File: src/rtl/fp_pkg.sv
package fp_pkg;
  localparam int FP_INT_W_DEF  = 5;
  localparam int FP_FRAC_W_DEF = 3;
endpackage

File: src/rtl/fp_rst_sync.sv
module fp_rst_sync #(
  parameter int STAGES = 2
) (
  input  logic clk,
  input  logic rst_n,
  output logic sync_n
);
  logic [STAGES-1:0] pipe_q;
  logic [STAGES-1:0] pipe_d;

  always_comb begin
    pipe_d = {pipe_q[STAGES-2:0], 1'b1};
  end

  always_ff @(posedge clk or negedge rst_n) begin
    if (!rst_n) pipe_q <= '0;
    else        pipe_q <= pipe_d;
  end

  assign sync_n = pipe_q[STAGES-1];
endmodule

File: src/rtl/fp_ratio_hold.sv
module fp_ratio_hold #(
  parameter int INT_W  = 5,
  parameter int FRAC_W = 3
) (
  input  logic              clk,
  input  logic              rst_n,
  input  logic              tick,
  input  logic              bypass,
  input  logic [INT_W-1:0]  in_m,
  input  logic [FRAC_W-1:0] in_n,
  output logic [INT_W-1:0]  act_m,
  output logic              stretch
);
  logic [INT_W-1:0]  act_m_q, act_m_d;
  logic [FRAC_W-1:0] act_n_q, act_n_d;
  logic [FRAC_W-1:0] acc_q, acc_d;
  logic              str_q, str_d;
  logic              changed, idle;
  logic [FRAC_W-1:0] base, nuse;
  logic [FRAC_W:0]   sum;

  always_comb begin
    changed = (in_m != act_m_q) || (in_n != act_n_q);
    idle    = bypass || (in_m == '0);
    base    = (changed || idle) ? '0 : acc_q;
    nuse    = changed ? in_n : act_n_q;
    sum     = {1'b0, base} + {1'b0, nuse};
    act_m_d = act_m_q;
    act_n_d = act_n_q;
    acc_d   = acc_q;
    str_d   = str_q;
    if (tick) begin
      act_m_d = in_m;
      act_n_d = in_n;
      acc_d   = sum[FRAC_W-1:0];
      str_d   = sum[FRAC_W];
    end
  end

  always_ff @(posedge clk or negedge rst_n) begin
    if (!rst_n) begin
      act_m_q <= {{(INT_W-1){1'b0}}, 1'b1};
      act_n_q <= '0;
      acc_q   <= '0;
      str_q   <= 1'b0;
    end else begin
      act_m_q <= act_m_d;
      act_n_q <= act_n_d;
      acc_q   <= acc_d;
      str_q   <= str_d;
    end
  end

  assign act_m   = act_m_q;
  assign stretch = str_q;

  AST_HOLD_MIDPERIOD: assert property (@(posedge clk) disable iff (!rst_n)
    !tick |=> ($stable(act_m_q) && $stable(act_n_q)));

  AST_FRESH_START: assert property (@(posedge clk) disable iff (!rst_n)
    (tick && changed) |=> !str_q);
endmodule

File: src/rtl/fp_period_cnt.sv
module fp_period_cnt #(
  parameter int INT_W = 5
) (
  input  logic             clk,
  input  logic             rst_n,
  input  logic             run,
  input  logic             force_every,
  input  logic [INT_W-1:0] act_m,
  input  logic             stretch,
  output logic             tick
);
  localparam int LEN_W = INT_W + 1;

  logic [INT_W-1:0] cnt_q, cnt_d;
  logic [LEN_W-1:0] plen;
  logic             at_end;

  always_comb begin
    plen   = {1'b0, act_m} + {{(LEN_W-1){1'b0}}, stretch};
    at_end = (({1'b0, cnt_q} + {{(LEN_W-1){1'b0}}, 1'b1}) == plen);
    tick   = run && (force_every || at_end);
    cnt_d  = cnt_q;
    if (tick)     cnt_d = '0;
    else if (run) cnt_d = cnt_q + 1'b1;
  end

  always_ff @(posedge clk or negedge rst_n) begin
    if (!rst_n) cnt_q <= '0;
    else        cnt_q <= cnt_d;
  end

  AST_CNT_BOUND: assert property (@(posedge clk) disable iff (!rst_n)
    cnt_q <= act_m);

  AST_ZERO_EVERY: assert property (@(posedge clk) disable iff (!rst_n)
    (run && act_m == '0) |-> tick);
endmodule

File: src/rtl/frac_prescaler.sv
module frac_prescaler
  import fp_pkg::*;
#(
  parameter int INT_W  = FP_INT_W_DEF,
  parameter int FRAC_W = FP_FRAC_W_DEF
) (
  input  logic              clk,
  input  logic              rst_n,
  input  logic              bypass_en,
  input  logic [INT_W-1:0]  ratio_int,
  input  logic [FRAC_W-1:0] ratio_frac,
  output logic              tick_out
);
  logic             sync_n;
  logic [INT_W-1:0] act_m;
  logic             stretch;
  logic             tick;
  logic             force_every;

  fp_rst_sync #(.STAGES(2)) u_rst (
    .clk(clk), .rst_n(rst_n), .sync_n(sync_n)
  );

  assign force_every = bypass_en || (act_m == '0);

  fp_ratio_hold #(.INT_W(INT_W), .FRAC_W(FRAC_W)) u_hold (
    .clk(clk), .rst_n(sync_n), .tick(tick), .bypass(bypass_en),
    .in_m(ratio_int), .in_n(ratio_frac), .act_m(act_m), .stretch(stretch)
  );

  fp_period_cnt #(.INT_W(INT_W)) u_cnt (
    .clk(clk), .rst_n(sync_n), .run(sync_n), .force_every(force_every),
    .act_m(act_m), .stretch(stretch), .tick(tick)
  );

  assign tick_out = tick;

  AST_QUIET_SYNC: assert property (@(posedge clk) disable iff (!rst_n)
    !sync_n |-> !tick_out);

  AST_BYPASS_EVERY: assert property (@(posedge clk) disable iff (!rst_n)
    (sync_n && bypass_en) |-> tick_out);
endmodule

File: config.mk
export PLATFORM = sky130hd
export DESIGN_NAME = frac_prescaler
export DESIGN_NICKNAME = d
export VERILOG_FILES = /design/src/rtl/fp_pkg.sv /design/src/rtl/fp_rst_sync.sv /design/src/rtl/fp_ratio_hold.sv /design/src/rtl/fp_period_cnt.sv /design/src/rtl/frac_prescaler.sv
export SDC_FILE = /design/constraint.sdc
export NUM_CORES = 1
export LEC_CHECK = 0
export BUFFER_PORTS_ARGS = -buffer_cell sky130_fd_sc_hd__clkbuf_2
export CAP_MARGIN = 20
export CELL_PAD_IN_SITES_DETAIL_PLACEMENT = 0
export CELL_PAD_IN_SITES_GLOBAL_PLACEMENT = 1
export CORE_MARGIN = 10
export CORE_UTILIZATION = 27
export DETAILED_ROUTE_END_ITERATION = 7
export GPL_ROUTABILITY_DRIVEN = 0
export GPL_TIMING_DRIVEN = 0
export PLACE_DENSITY_LB_ADDON = 0.12
export SLEW_MARGIN = 20
export SYNTH_ARGS = -nofsm -noshare
export SYNTH_HDL_FRONTEND = slang
export SYNTH_SLANG_ARGS = --single-unit
File: constraint.sdc
create_clock -name clk -period 4.34 [get_ports clk]
set_input_delay 0.217 -clock clk [delete_from_list [all_inputs] [get_ports clk]]
set_output_delay 0.217 -clock clk [all_outputs]
set_load 0.02 [all_outputs]
Word level (Yosys, flattened, before mapping)
Cells that the tools add are included.
Word-level totals
  flip-flop bits (word level): 19
  output and inout bits: 1
  word-level logic and storage cells: 26
Cells by class
  add/sub/neg operators: 4
  equal/unequal tests: 3
  mux-type cells: 4
  reduce and logical (&&, ||, !) cells: 9
Operator list (number)
  5-bit logical NOT: 2
  5-bit 2-to-1 mux: 2
  5-bit by 1-bit adder with 6-bit output: 1
  5-bit by 1-bit adder with 6-bit output (second input constant): 1
  6-bit == test: 1
  3-bit 2-to-1 mux: 2
  5-bit by 1-bit adder with 5-bit output (second input constant): 1
  1-bit logical OR: 5
  5-bit inequality test: 1
  3-bit by 3-bit adder with 4-bit output: 1
  3-bit inequality test: 1
  2-bit nonzero test: 1
  1-bit logical AND: 1

Depth between registers and ports, before layout
Gate-level depths: netlist (run 1).
  word-level depth: 5
  mapped depth: 13
  depth with buffers taken out: 13

By module
A second synthesis (run 1) with hierarchy kept.
Unflattened totals
  cell total of the unflattened synthesis: 114
  area, all modules: 1223.7 µm²
Modules (own cells, without submodules)
  fp_ratio_hold: instances 1, cells an instance 58, area an instance 704.4 µm²
  fp_period_cnt: instances 1, cells an instance 51, area an instance 450.4 µm²
  fp_rst_sync: instances 1, cells an instance 3, area an instance 53.8 µm²
  frac_prescaler: instances 1, cells an instance 2, area an instance 15.0 µm²

Worst setup path after synthesis (run 1)
OpenSTA, ideal clock, no wires.
  kind: flip-flop to flip-flop
  from: register u_hold.act_m_q[0], in the netlist u_hold.act_m[0]
  to: register u_hold.acc_q[1]
  library setup time: 0.069 ns
  arrival time: 2.659 ns
  slack: 1.612 ns
  stages on the path, launching flop included: 12
  path through: dfstp_2 > xor2_1 > nor4_1 > nand4_1 > nor4_1 > and2_1 > ha_1 > inv_1 > fa_1 > nand2b_1 > or4_1 > nand3_1
Between the ends
  word-level cells in the longest chain between the ends: 5
  elaborated cells between the ends (all ways): 12
  classes of those cells: 2 x add/sub; 2 x eq/ne; 2 x mux; 6 x reduce/logical
RTL lines
  start, declared: line fp_ratio_hold.sv:14  | logic [INT_W-1:0] act_m_q, act_m_d;
  start signal, assigned: line fp_ratio_hold.sv:42  | act_m_q <= {{(INT_W-1){1'b0}}, 1'b1};
  start signal, assigned: line fp_ratio_hold.sv:47  | act_m_q <= act_m_d;
  5-bit inequality test: line fp_ratio_hold.sv:23  | changed = (in_m != act_m_q) || (in_n != act_n_q);
  1-bit logical OR: line fp_ratio_hold.sv:23
  1-bit logical OR: line fp_ratio_hold.sv:25  | base = (changed || idle) ? '0 : acc_q;
  3-bit 2-to-1 mux: line fp_ratio_hold.sv:25
  3-bit by 3-bit adder with 4-bit output: line fp_ratio_hold.sv:27  | sum = {1'b0, base} + {1'b0, nuse};
  end signal, assigned: line fp_ratio_hold.sv:44  | acc_q <= '0;
  end signal, assigned: line fp_ratio_hold.sv:49  | acc_q <= acc_d;
  end, declared: line fp_ratio_hold.sv:16  | logic [FRAC_W-1:0] acc_q, acc_d;
Several ways; a longest one is shown, not always the timed one.
A chain may end at the register's enable or synchronous reset.

Worst setup path after layout (run 1)
  from: register u_hold.act_m_q[4], in the netlist u_hold.act_m[4]
  to: register u_hold.acc_q[1]
The elaborated chain is that of the path after synthesis.

==> run summary, run 1 <==
Area Overhead vs Synth: 12.4%
I/O pin count: 12
CTS clk-pin slew, worst paths: 0.08 ns
Hold crit path type: in -> async
Status: finished clean
CTS buffer count: 3
ANT nets after route: 0
Relative max-transition margin: 36.0%
Die Span X: 98.1 µm
CTS tree: done
Cell Int Power: 568 µW
Die Y: 98.1 µm
RSZ-0062 raised after global routing: no
Final setup viols: 0
Synth Instances: 178
Bufs on Longest Clock Path: 2
Length in cells of the worst reg-to-reg path: 11
Global-route wire length before repair: 8050 µm
Clock sink count: 19
Post-DP Area: 0.00179 mm²
Antenna diode count: 0
Most common cell after layout, fill and taps aside: dfrtp_1
Initial antenna violation count: 0
Htree depth: 1
Syn Nets: 196
Initial DRC count: 75
Die area: 0.00962 mm²
Post-CTS Resized: 0
Share of cells above drive strength 1: 17.0%
Synth top area cells: dfrtp_1 27%, ha_1 4.6%, xnor2_1 4.3%, xor2_1 4.3%, o311ai_2 4.0%
Fin area: 0.00185 mm²
Worst path required time: 4.53 ns
Most frequent cells in the layout: 18 x dfrtp_1, 12 x nor2_1, 11 x nand2_1, 11 x clkbuf_2
Post-synth top flop: dfrtp_1
DP HPWL: 3400 µm
Switching share of power: 49.4%
Via count: 1484
Max Slew Vio Count: 0
Crit path time final: 3.44 ns
Yosys top cell by area: dfrtp_1
Crit path capture type: register
Power Density: 607 mW/mm²
Synthesized cell area: 0.00165 mm²
Synth Register Bits: 19
Seq pwr share: 26.6%
Filler cell count in the final layout: 619
Final Hold Viols: 0
Gr usage total: 9.96%
FF-to-FF Start: u_hold.act_m[4]$_DFFE_PN0P_
Max-Cap Viols: 0
Max Fclk: 290 MHz
Sequential fraction of the synthesis area: 29.0%
Flop2flop setup slack: 0.90 ns
Sw power: 554 µW
Worst-case clock skew: 0.00568 ns
Comb pwr share: 61.6%
Warnings from Yosys: 0
Worst Setup SP: u_hold.act_m[4]$_DFFE_PN0P_
Actual slew at the worst max-slew pin: 0.960 ns
LEAKAGE: 0.000715 µW
Setup CP Type: reg -> reg
Number of global-route vias before repair: 1551
Row count: 28
Final Cycle Share: 79.3%
Detailed Route WL: 4680 µm
DRC: 0
Largest net degree at the start of global routing: 23
CP endpoint: u_hold.acc_q[1]$_DFFE_PN0P_
Startpoint types: register
Post-synth EDFFs: 0
TritonRoute pass-1 iters: 4
Via density: 5.52
Port buffer count: 11
Core ar.: 0.00592 mm²
Setup TNS: 0 ns
R2r endpoint: u_hold.acc_q[1]$_DFFE_PN0P_
Peak VDD IR: 0.196 mV
Post-layout net count: 213
Wirelength per Cell: 17.4 µm
Synth cell types: 47
Fraction of registers with async set/reset: 100%
CP arrival: 3.64 ns
Root Buffer: clkbuf_8
Initial Utilization: 27.8%
CP Max Fanout: 5
Worst skew pair latency: 0.26 ns
Remaining global-route overflow: 0
Synth top area share: 27.4%
Syn_area_per_cell: 9.24 µm²
Clock network fraction of total power: 11.8%
==> routing by layer <==
| metal | GRT usage (%) | up-vias | wire (µm) |
|---|---|---|---|
| li1 | - | 696 | - |
| met1 | 13.6 | 746 | 2280 |
| met2 | 15.8 | 38 | 2230 |
| met3 | 1.41 | 4 | 139 |
| met4 | 2.91 | 0 | 40 |
| met5 | 0 | - | 0 |
==> kinds of logic (layout without fill, tap and decap cells) <==
logic type	after synthesis	count (layout)	synth area share [%]
other cells	1	1	0.228
mux	1	1	0.608
buf+inv	22	38	6.31
compound gates	46	46	24.6
xor+xnor	20	20	12.5
flops	19	19	29.0
simple gates	62	62	21.0
fa+ha+maj	7	7	5.78
==> registers in the layout, indices dropped and copies added, names as in the netlist <==
register        count
u_hold.stretch      1
u_cnt.cnt_q         5
u_hold.act_m        5
u_hold.act_n_q      3
u_rst.pipe_q        2
u_hold.acc_q        3
==> worst min-delay path by stage <==
stage / slack, ns / depth (start not counted) / to
global route: 0.26 / 2 / u_rst.pipe_q[0]$_DFF_PN0_
detailed placement: 0.007 / 1 / u_rst.pipe_q[0]$_DFF_PN0_
finish: 0.27 / 2 / u_rst.pipe_q[0]$_DFF_PN0_
global placement: 0.004 / 1 / u_rst.pipe_q[0]$_DFF_PN0_
floorplan: -0.08 / 0 / u_rst.pipe_q[0]$_DFF_PN0_
CTS: 0.26 / 2 / u_rst.pipe_q[0]$_DFF_PN0_
==> critical path, stage by stage (launching register included) <==
cell      delay, ns
dfrtp_1        0.45
xor2_1         0.19
nor4_1         0.32
nand4_1        0.13
nor4_1         0.67
and2_1         0.23
ha_1           0.19
inv_1          0.06
fa_1           0.42
nand2b_1       0.17
or4_1          0.43
nand3_1        0.11
==> cell usage after synthesis (4+ instances only) <==
| library cell | number |
|---|---|
| dfrtp_1 | 18 |
| nor2_1 | 12 |
| nand2_1 | 11 |
| nor4_1 | 10 |
| clkbuf_1 | 9 |
| xnor2_1 | 8 |
| xor2_1 | 8 |
| inv_1 | 7 |
| a31oi_1 | 6 |
| ha_1 | 6 |
| nor2b_1 | 6 |
| o211ai_1 | 6 |
| o2bb2ai_1 | 6 |
| a211o_1 | 5 |
| a221o_1 | 5 |
| nand3_1 | 5 |
| and2_1 | 4 |
| o311ai_2 | 4 |
==> stage by stage <==
stage               util, %  std cells  hold slack [ns]  setup slack, ns  total power (µW)
floorplan                 -        178          -0.0786             1.61               815
global placement       30.3        264          0.00375            0.969               971
detailed placement     30.3        264          0.00709            0.909               987
CTS                    31.2        269            0.256            0.880              1130
global route           31.2        269            0.262            0.625              1220
finish                 31.2        269            0.268            0.898              1120
==> power by group through the flow <==
| stage | Combinational (µW) | Sequential [µW] | Clock [µW] |
|---|---|---|---|
| after floorplan | 529 | 286 | 0 |
| after global placement | 671 | 300 | 0 |
| after detailed placement | 685 | 302 | 0 |
| after CTS | 689 | 298 | 140 |
| after global routing | 754 | 310 | 151 |
| final | 691 | 299 | 132 |
==> timing repair <==
action,4_1_cts,5_1_grt
endpoints found under the hold margin,2,0
setup buffers,0,0
endpoints found under the setup margin,0,0
hold buffers,1,0
==> area by class of cell <==
cell class	count	area (µm²)	area share, %
repair buffers	12	65.1	3.52
well taps	75	93.8	5.07
flip-flops and latches	19	477	25.8
clock buffers	4	45.0	2.44
inverters	7	26.3	1.42
multi-input cells	137	1060	57.6
plain buffers	15	77.6	4.19
Note: power is estimated with default switching activity, not from simulation.
==> run 2: changes to the inputs <==
Settings changed: ABC_AREA from default to 1.
Clock period 4.34 ns to 3.2 ns, I/O delays scaled along.
==> run 2 against run 1 <==
Worst setup slack lost 0.19 ns. Critical path type is now reg -> out. Critical endpoint is now tick_out. Via count decreased by 20%. Global-route usage down 1.8 points. Clock power rose by 27%. Highest routed layer unchanged.
==> run summary, run 2 <==
Status: finished clean
TritonRoute pass-1 iters: 4
Row count: 26
Initial Utilization: 27.8%
Most frequent cell after synthesis: nand2_1
Crit path capture type: primary output
Worst-case clock skew: 0.00554 ns
Area of the multi-input gates: 743 µm²
Register area: 477 µm²
DRC: 0
CP Max Fanout: 5
Antenna diode count: 0
Length in cells of the worst reg-to-reg path: 12
Max stage delay on crit path: 0.55 ns
Die Span X: 92.3 µm
Core ar.: 0.00507 mm²
Sequential fraction of the synthesis area: 33.8%
Post-synth EDFFs: 0
Share of cells above drive strength 1: 16.0%
Remaining global-route overflow: 0
Area Overhead vs Synth: 14.0%
Port buffer count: 11
Detailed Route WL: 3160 µm
HP Start: ratio_int[0]
Peak VDD IR: 0.153 mV
Relative max-transition margin: 49.3%
Post-layout net count: 238
Most frequent cells in the layout: 57 x nand2_1, 35 x inv_1, 21 x nand3_1
Number of global-route vias before repair: 1249
Top cell by count, worst path: nand2_1
Die area: 0.00851 mm²
Synth cell count leaders: 57 x nand2_1, 35 x inv_1, 21 x nand3_1
Bufs on Longest Clock Path: 2
Total power: 924 µW
Htree depth: 1
Syn_area_per_cell: 6.95 µm²
Worst skew pair latency: 0.25 ns
Largest net degree at the start of global routing: 19
Synth Instances: 203
Via count: 1183
Worst path required time: 3.04 ns
Hold crit path type: in -> reg
Synthesized cell area: 0.00141 mm²
Synth top area cells: dfrtp_1 32%, nand2_1 15%, inv_1 9.3%, nand3_1 7.5%, ha_1 5.3%
Setup TNS: 0 ns
FF-to-FF Start: u_hold.act_m[2]$_DFFE_PN0P_
Initial DRC count: 49
Fin area: 0.00161 mm²
Most common cell after layout, fill and taps aside: nand2_1
LEAKAGE: 0.000867 µW
CTS buffer count: 3
R2r endpoint: u_hold.acc_q[2]$_DFFE_PN0P_
Actual slew at the worst max-slew pin: 0.761 ns
CP cell instances: ha_1 > ha_1 > nand3_1 > nand2_1 > nand2_1 > nand3_1 > nand2_1 > nor2_2 > nand2_2 > nand2_4 > nand2_4 > inv_1 > clkbuf_2
Hold endpoint: u_hold.act_m[0]$_DFFE_PN1P_
Synth cell types: 28
Worst hold path stage count: 3
Slowest CP cell: dfstp_2
Max-Cap Viols: 0
Die Y: 92.3 µm
CP arrival: 2.33 ns
Synth Register Bits: 19
CTS clk-pin slew, worst paths: 0.07 ns
Global-route wire length before repair: 5740 µm
Fraction of registers with async set/reset: 100%
Syn Nets: 221
Initial antenna violation count: 0
DP HPWL: 2500 µm
Startpoint types: register
Warnings from Yosys: 0
Setup CP Type: reg -> out
Crit path time final: 2.49 ns
Via density: 4.09
Max Fclk: 401 MHz
Power Density: 575 mW/mm²
Filler cell count in the final layout: 586
Final Hold Viols: 0
Gr usage total: 8.13%
Root Buffer: clkbuf_8
Wirelength per Cell: 10.9 µm
Final Cycle Share: 77.9%
Hold slack: 0.149 ns
CTS tree: done
Setup Buffers After CTS: 0
Final setup viols: 0
RSZ-0062 raised after global routing: no
Clock sink count: 19
I/O pin count: 12
Post-DP Area: 0.00155 mm²
Flop2flop setup slack: 0.86 ns
Max Slew Vio Count: 0
ANT nets after route: 0
Yosys top cell by area: dfrtp_1
Post-synth top flop: dfrtp_1
Synth top area share: 31.9%
## run 2: cell count changes in the layout (fill, tap and decap cells not counted), moves of 6 or more
cell / delta
a31oi_1: -6
clkbuf_1: -6
inv_1: +28
nand2_1: +46
nand2_2: +8
nand3_1: +16
nor2b_1: -6
nor4_1: -9
o211ai_1: -6
o2bb2ai_1: -6
xor2_1: -6
## run 2: cell families (layout without fill, tap and decap cells)
group / Yosys count / after routing / share of synthesized area, %
buf+inv: 44 / 60 / 13.5
compound gates: 7 / 7 / 2.75
flops: 19 / 19 / 33.8
other cells: 1 / 1 / 0.266
mux: 1 / 1 / 0.710
fa+ha+maj: 7 / 7 / 6.74
xor+xnor: 7 / 7 / 4.35
simple gates: 117 / 117 / 37.9
## run 2: per-stage QoR
stage | utilization, % | worst slack, ns | instances
floorplan | - | 1.08 | 203
CTS | 31.7 | 0.633 | 289
finish | 31.7 | 0.708 | 289
global placement | 30.6 | 0.833 | 284
detailed placement | 30.6 | 0.840 | 284
global route | 31.7 | 0.427 | 289
## run 2: what timing repair did
action	CTS	global route
hold buffers	1	0
gates resized for setup	0	0
endpoints found under the hold margin	2	0
## run 2: worst max-delay path by stage
stage,to,depth (start not counted),startpoint
6_report,tick_out,13,u_hold.act_m[0]$_DFFE_PN1P_
5_1_grt,tick_out,13,u_hold.act_m[0]$_DFFE_PN1P_
4_1_cts,tick_out,13,u_hold.act_m[0]$_DFFE_PN1P_
3_5_place_dp,u_hold.acc_q[2]$_DFFE_PN0P_,12,u_hold.act_m[2]$_DFFE_PN0P_
3_3_place_gp,u_hold.acc_q[2]$_DFFE_PN0P_,12,u_hold.act_m[0]$_DFFE_PN1P_
2_1_floorplan,u_hold.acc_q[2]$_DFFE_PN0P_,12,u_hold.act_m[0]$_DFFE_PN1P_
## run 2: power by group
| part | total [µW] | internal (µW) | switching, µW |
|---|---|---|---|
| logic | 388 | 157 | 230 |
| clock network | 167 | 88.4 | 78.4 |
| registers | 369 | 306 | 62.8 |
| total | 924 | 552 | 372 |
## run 2: worst max-delay path, delay by kind of cell (launching register included)
family | cells | cell delay, ns
buf+inv | 2 | 0.32
flops | 1 | 0.55
simple gates | 9 | 0.72
fa+ha+maj | 2 | 0.48
## run 2: cell type report
| cell class | count | area share (%) |
|---|---|---|
| Multi-Input combinational cell | 140 | 46.2 |
| Inverter | 35 | 8.17 |
| Timing Repair Buffer | 12 | 4.05 |
| Tap cell | 70 | 5.45 |
| Clock buffer | 4 | 2.80 |
| Buffer | 9 | 3.66 |
| Sequential cell | 19 | 29.6 |
## run 2: per-layer routing
metal	track usage [%]	up-vias	wire length, µm
met2	14.1	5	1540
met4	2.70	0	26
met5	0	-	0
met3	1.39	2	46
met1	9.88	523	1540
li1	-	653	-
==> run 3: changes to the inputs <==
Settings changed: ABC_AREA 1 to 0.
Clock period 3.2 ns to 2.1 ns, I/O delays scaled along.
==> run 3 against run 2 <==
The run now ends with negative setup slack left. Cell area up 37%. Largest power group unchanged. Combinational power rose to 5.5 times the previous value. Total power increased to 3.3 times the previous value. Global-route usage up 2.5 points. First-iteration DRC count shrank 22%. Critical path type is now reg -> reg. Critical path depth decreased by 2. Flip-flop and latch count is the same. Sequential power rose by 68%. Die area rose by 13%. Worst setup slack worse by 1.3 ns.
==> run summary, run 3 (same netlist as run 1, synthesis figures left out) <==
Fin area: 0.00221 mm²
Worst-case clock skew: 0.0163 ns
FF-to-FF Start: u_hold.act_m[0]$_DFFE_PN1P_
Detailed Route WL: 5060 µm
Wirelength per Cell: 17.6 µm
TritonRoute pass-1 iters: 4
Clock network fraction of total power: 9.1%
Crit path time final: 2.72 ns
CP arrival: 2.93 ns
Bufs on Longest Clock Path: 2
LEAKAGE: 0.000867 µW
Most frequent cells in the layout: 15 x buf_4, 15 x dfrtp_1, 11 x nand2_1
Hold crit path type: in -> async
Relative max-transition margin: 55.8%
Share of cells above drive strength 1: 36.3%
Remaining global-route overflow: 0
Failing checks: negative setup slack
Initial DRC count: 38
Largest net degree at the start of global routing: 23
Worst Setup SP: u_hold.act_m[0]$_DFFE_PN1P_
Clock sink count: 19
Global-route wire length before repair: 8610 µm
CTS buffer count: 3
I/O pin count: 12
Number of global-route vias before repair: 1669
Root Buffer: clkbuf_8
Power Density: 1380 mW/mm²
Post-layout net count: 231
DRC: 0
Max Slew Vio Count: 0
Setup TNS: -5.29 ns
CTS tree: done
Status: finished with violations
Hold slack: 0.140 ns
Crit path capture type: register
Worst path required time: 2.31 ns
Switching share of power: 45.4%
Die area: 0.00962 mm²
Startpoint types: register
ANT nets after route: 0
Htree depth: 1
Final Hold Viols: 0
Setup CP Type: reg -> reg
Actual slew at the worst max-slew pin: 0.662 ns
Cell Int Power: 1660 µW
Fin worst setup slack: -0.624 ns
Length in cells of the worst reg-to-reg path: 11
Comb pwr share: 70.4%
DP HPWL: 3400 µm
Finished Core Util: 37.3%
Final Cycle Share: 130%
Antenna diode count: 0
Die Span X: 98.1 µm
Area Overhead vs Synth: 34.1%
CTS clk-pin slew, worst paths: 0.09 ns
Final setup viols: 18
Peak VDD IR: 0.438 mV
Die Y: 98.1 µm
Gr usage total: 10.7%
Row count: 28
Port buffer count: 11
Via count: 1535
Post-DP Area: 0.00181 mm²
Sw power: 1380 µW
Initial Utilization: 27.8%
Number of cells in the finished layout apart from fillers: 287
Worst skew pair latency: 0.27 ns
Via density: 5.35
Max-Cap Viols: 0
Dpl cells: 264
Initial antenna violation count: 0
Seq pwr share: 20.4%
RSZ-0062 raised after global routing: yes
CP Max Fanout: 2
Core ar.: 0.00592 mm²
Max Fclk: 367 MHz
## run 3: cell types whose count changed in the layout (fill, tap and decap cells not counted), moves of 7 or more
cell / change
buf_4: +13
buf_6: +7
inv_1: -29
nand2_2: -8
nand2_1: -46
nand3_1: -17
## run 3: timing repair
action	CTS	global route
resized for setup	33	10
hold buffers	1	0
endpoints found under the hold margin	2	0
gates cloned	2	0
setup buffers	16	2
pin swaps	17	9
endpoints found under the setup margin	18	18
## run 3: metal layers
layer | vias up | GRT usage (%) | part of all wire [%]
met3 | 8 | 1.76 | 2.5
li1 | 741 | - | -
met5 | - | 0 | 0
met4 | 0 | 3.69 | 1.8
met1 | 759 | 12.8 | 47
met2 | 27 | 18.6 | 49
## run 3: critical path, cell delays in order (launching register included)
cell and delay, ns:
dfstp_2 0.54, xor2_1 0.07, nor4_2 0.26, nand4_1 0.17, nor4_4 0.21, and2_4 0.20, ha_4 0.14, inv_2 0.04
fa_2 0.39, nand2b_4 0.14, or4_1 0.41, nand3_1 0.10
## run 3: metrics by stage
stage / power, µW / setup slack [ns]
after floorplan: 1690 / -0.526
after global placement: 2010 / -1.03
after detailed placement: 2060 / -0.989
after CTS: 3010 / -0.728
after global routing: 3240 / -0.776
final: 3040 / -0.624
## run 3: power by group through the flow
stage | logic, µW | registers, µW | clock network, µW
final | 2140 | 620 | 277
after global routing | 2310 | 639 | 297
after CTS | 2110 | 618 | 284
after detailed placement | 1430 | 631 | 0
after global placement | 1390 | 620 | 0
after floorplan | 1100 | 590 | 0
## run 3: final timing paths
check	to	slack, ns
min in group clk	u_hold.act_n_q[0]$_DFFE_PN0P_	0.16
min reg2reg	u_cnt.cnt_q[2]$_DFFE_PN0P_	0.26
max	u_hold.acc_q[1]$_DFFE_PN0P_	-0.62
min	u_rst.pipe_q[1]$_DFF_PN0_	0.14
max in group asynchronous	u_hold.act_m[4]$_DFFE_PN0P_	1.42
max reg2reg	u_hold.acc_q[1]$_DFFE_PN0P_	-0.62
## run 3: cell type report
type                       count  area [µm²]
buffer                        15         111
clock buffer                   3        41.3
clock inverter                 1        5.00
fill                         619        3710
inverter                       7        26.3
multi-input combinational    137        1210
sequential                    19         480
tap                           75        93.8
timing repair buffer          30         233
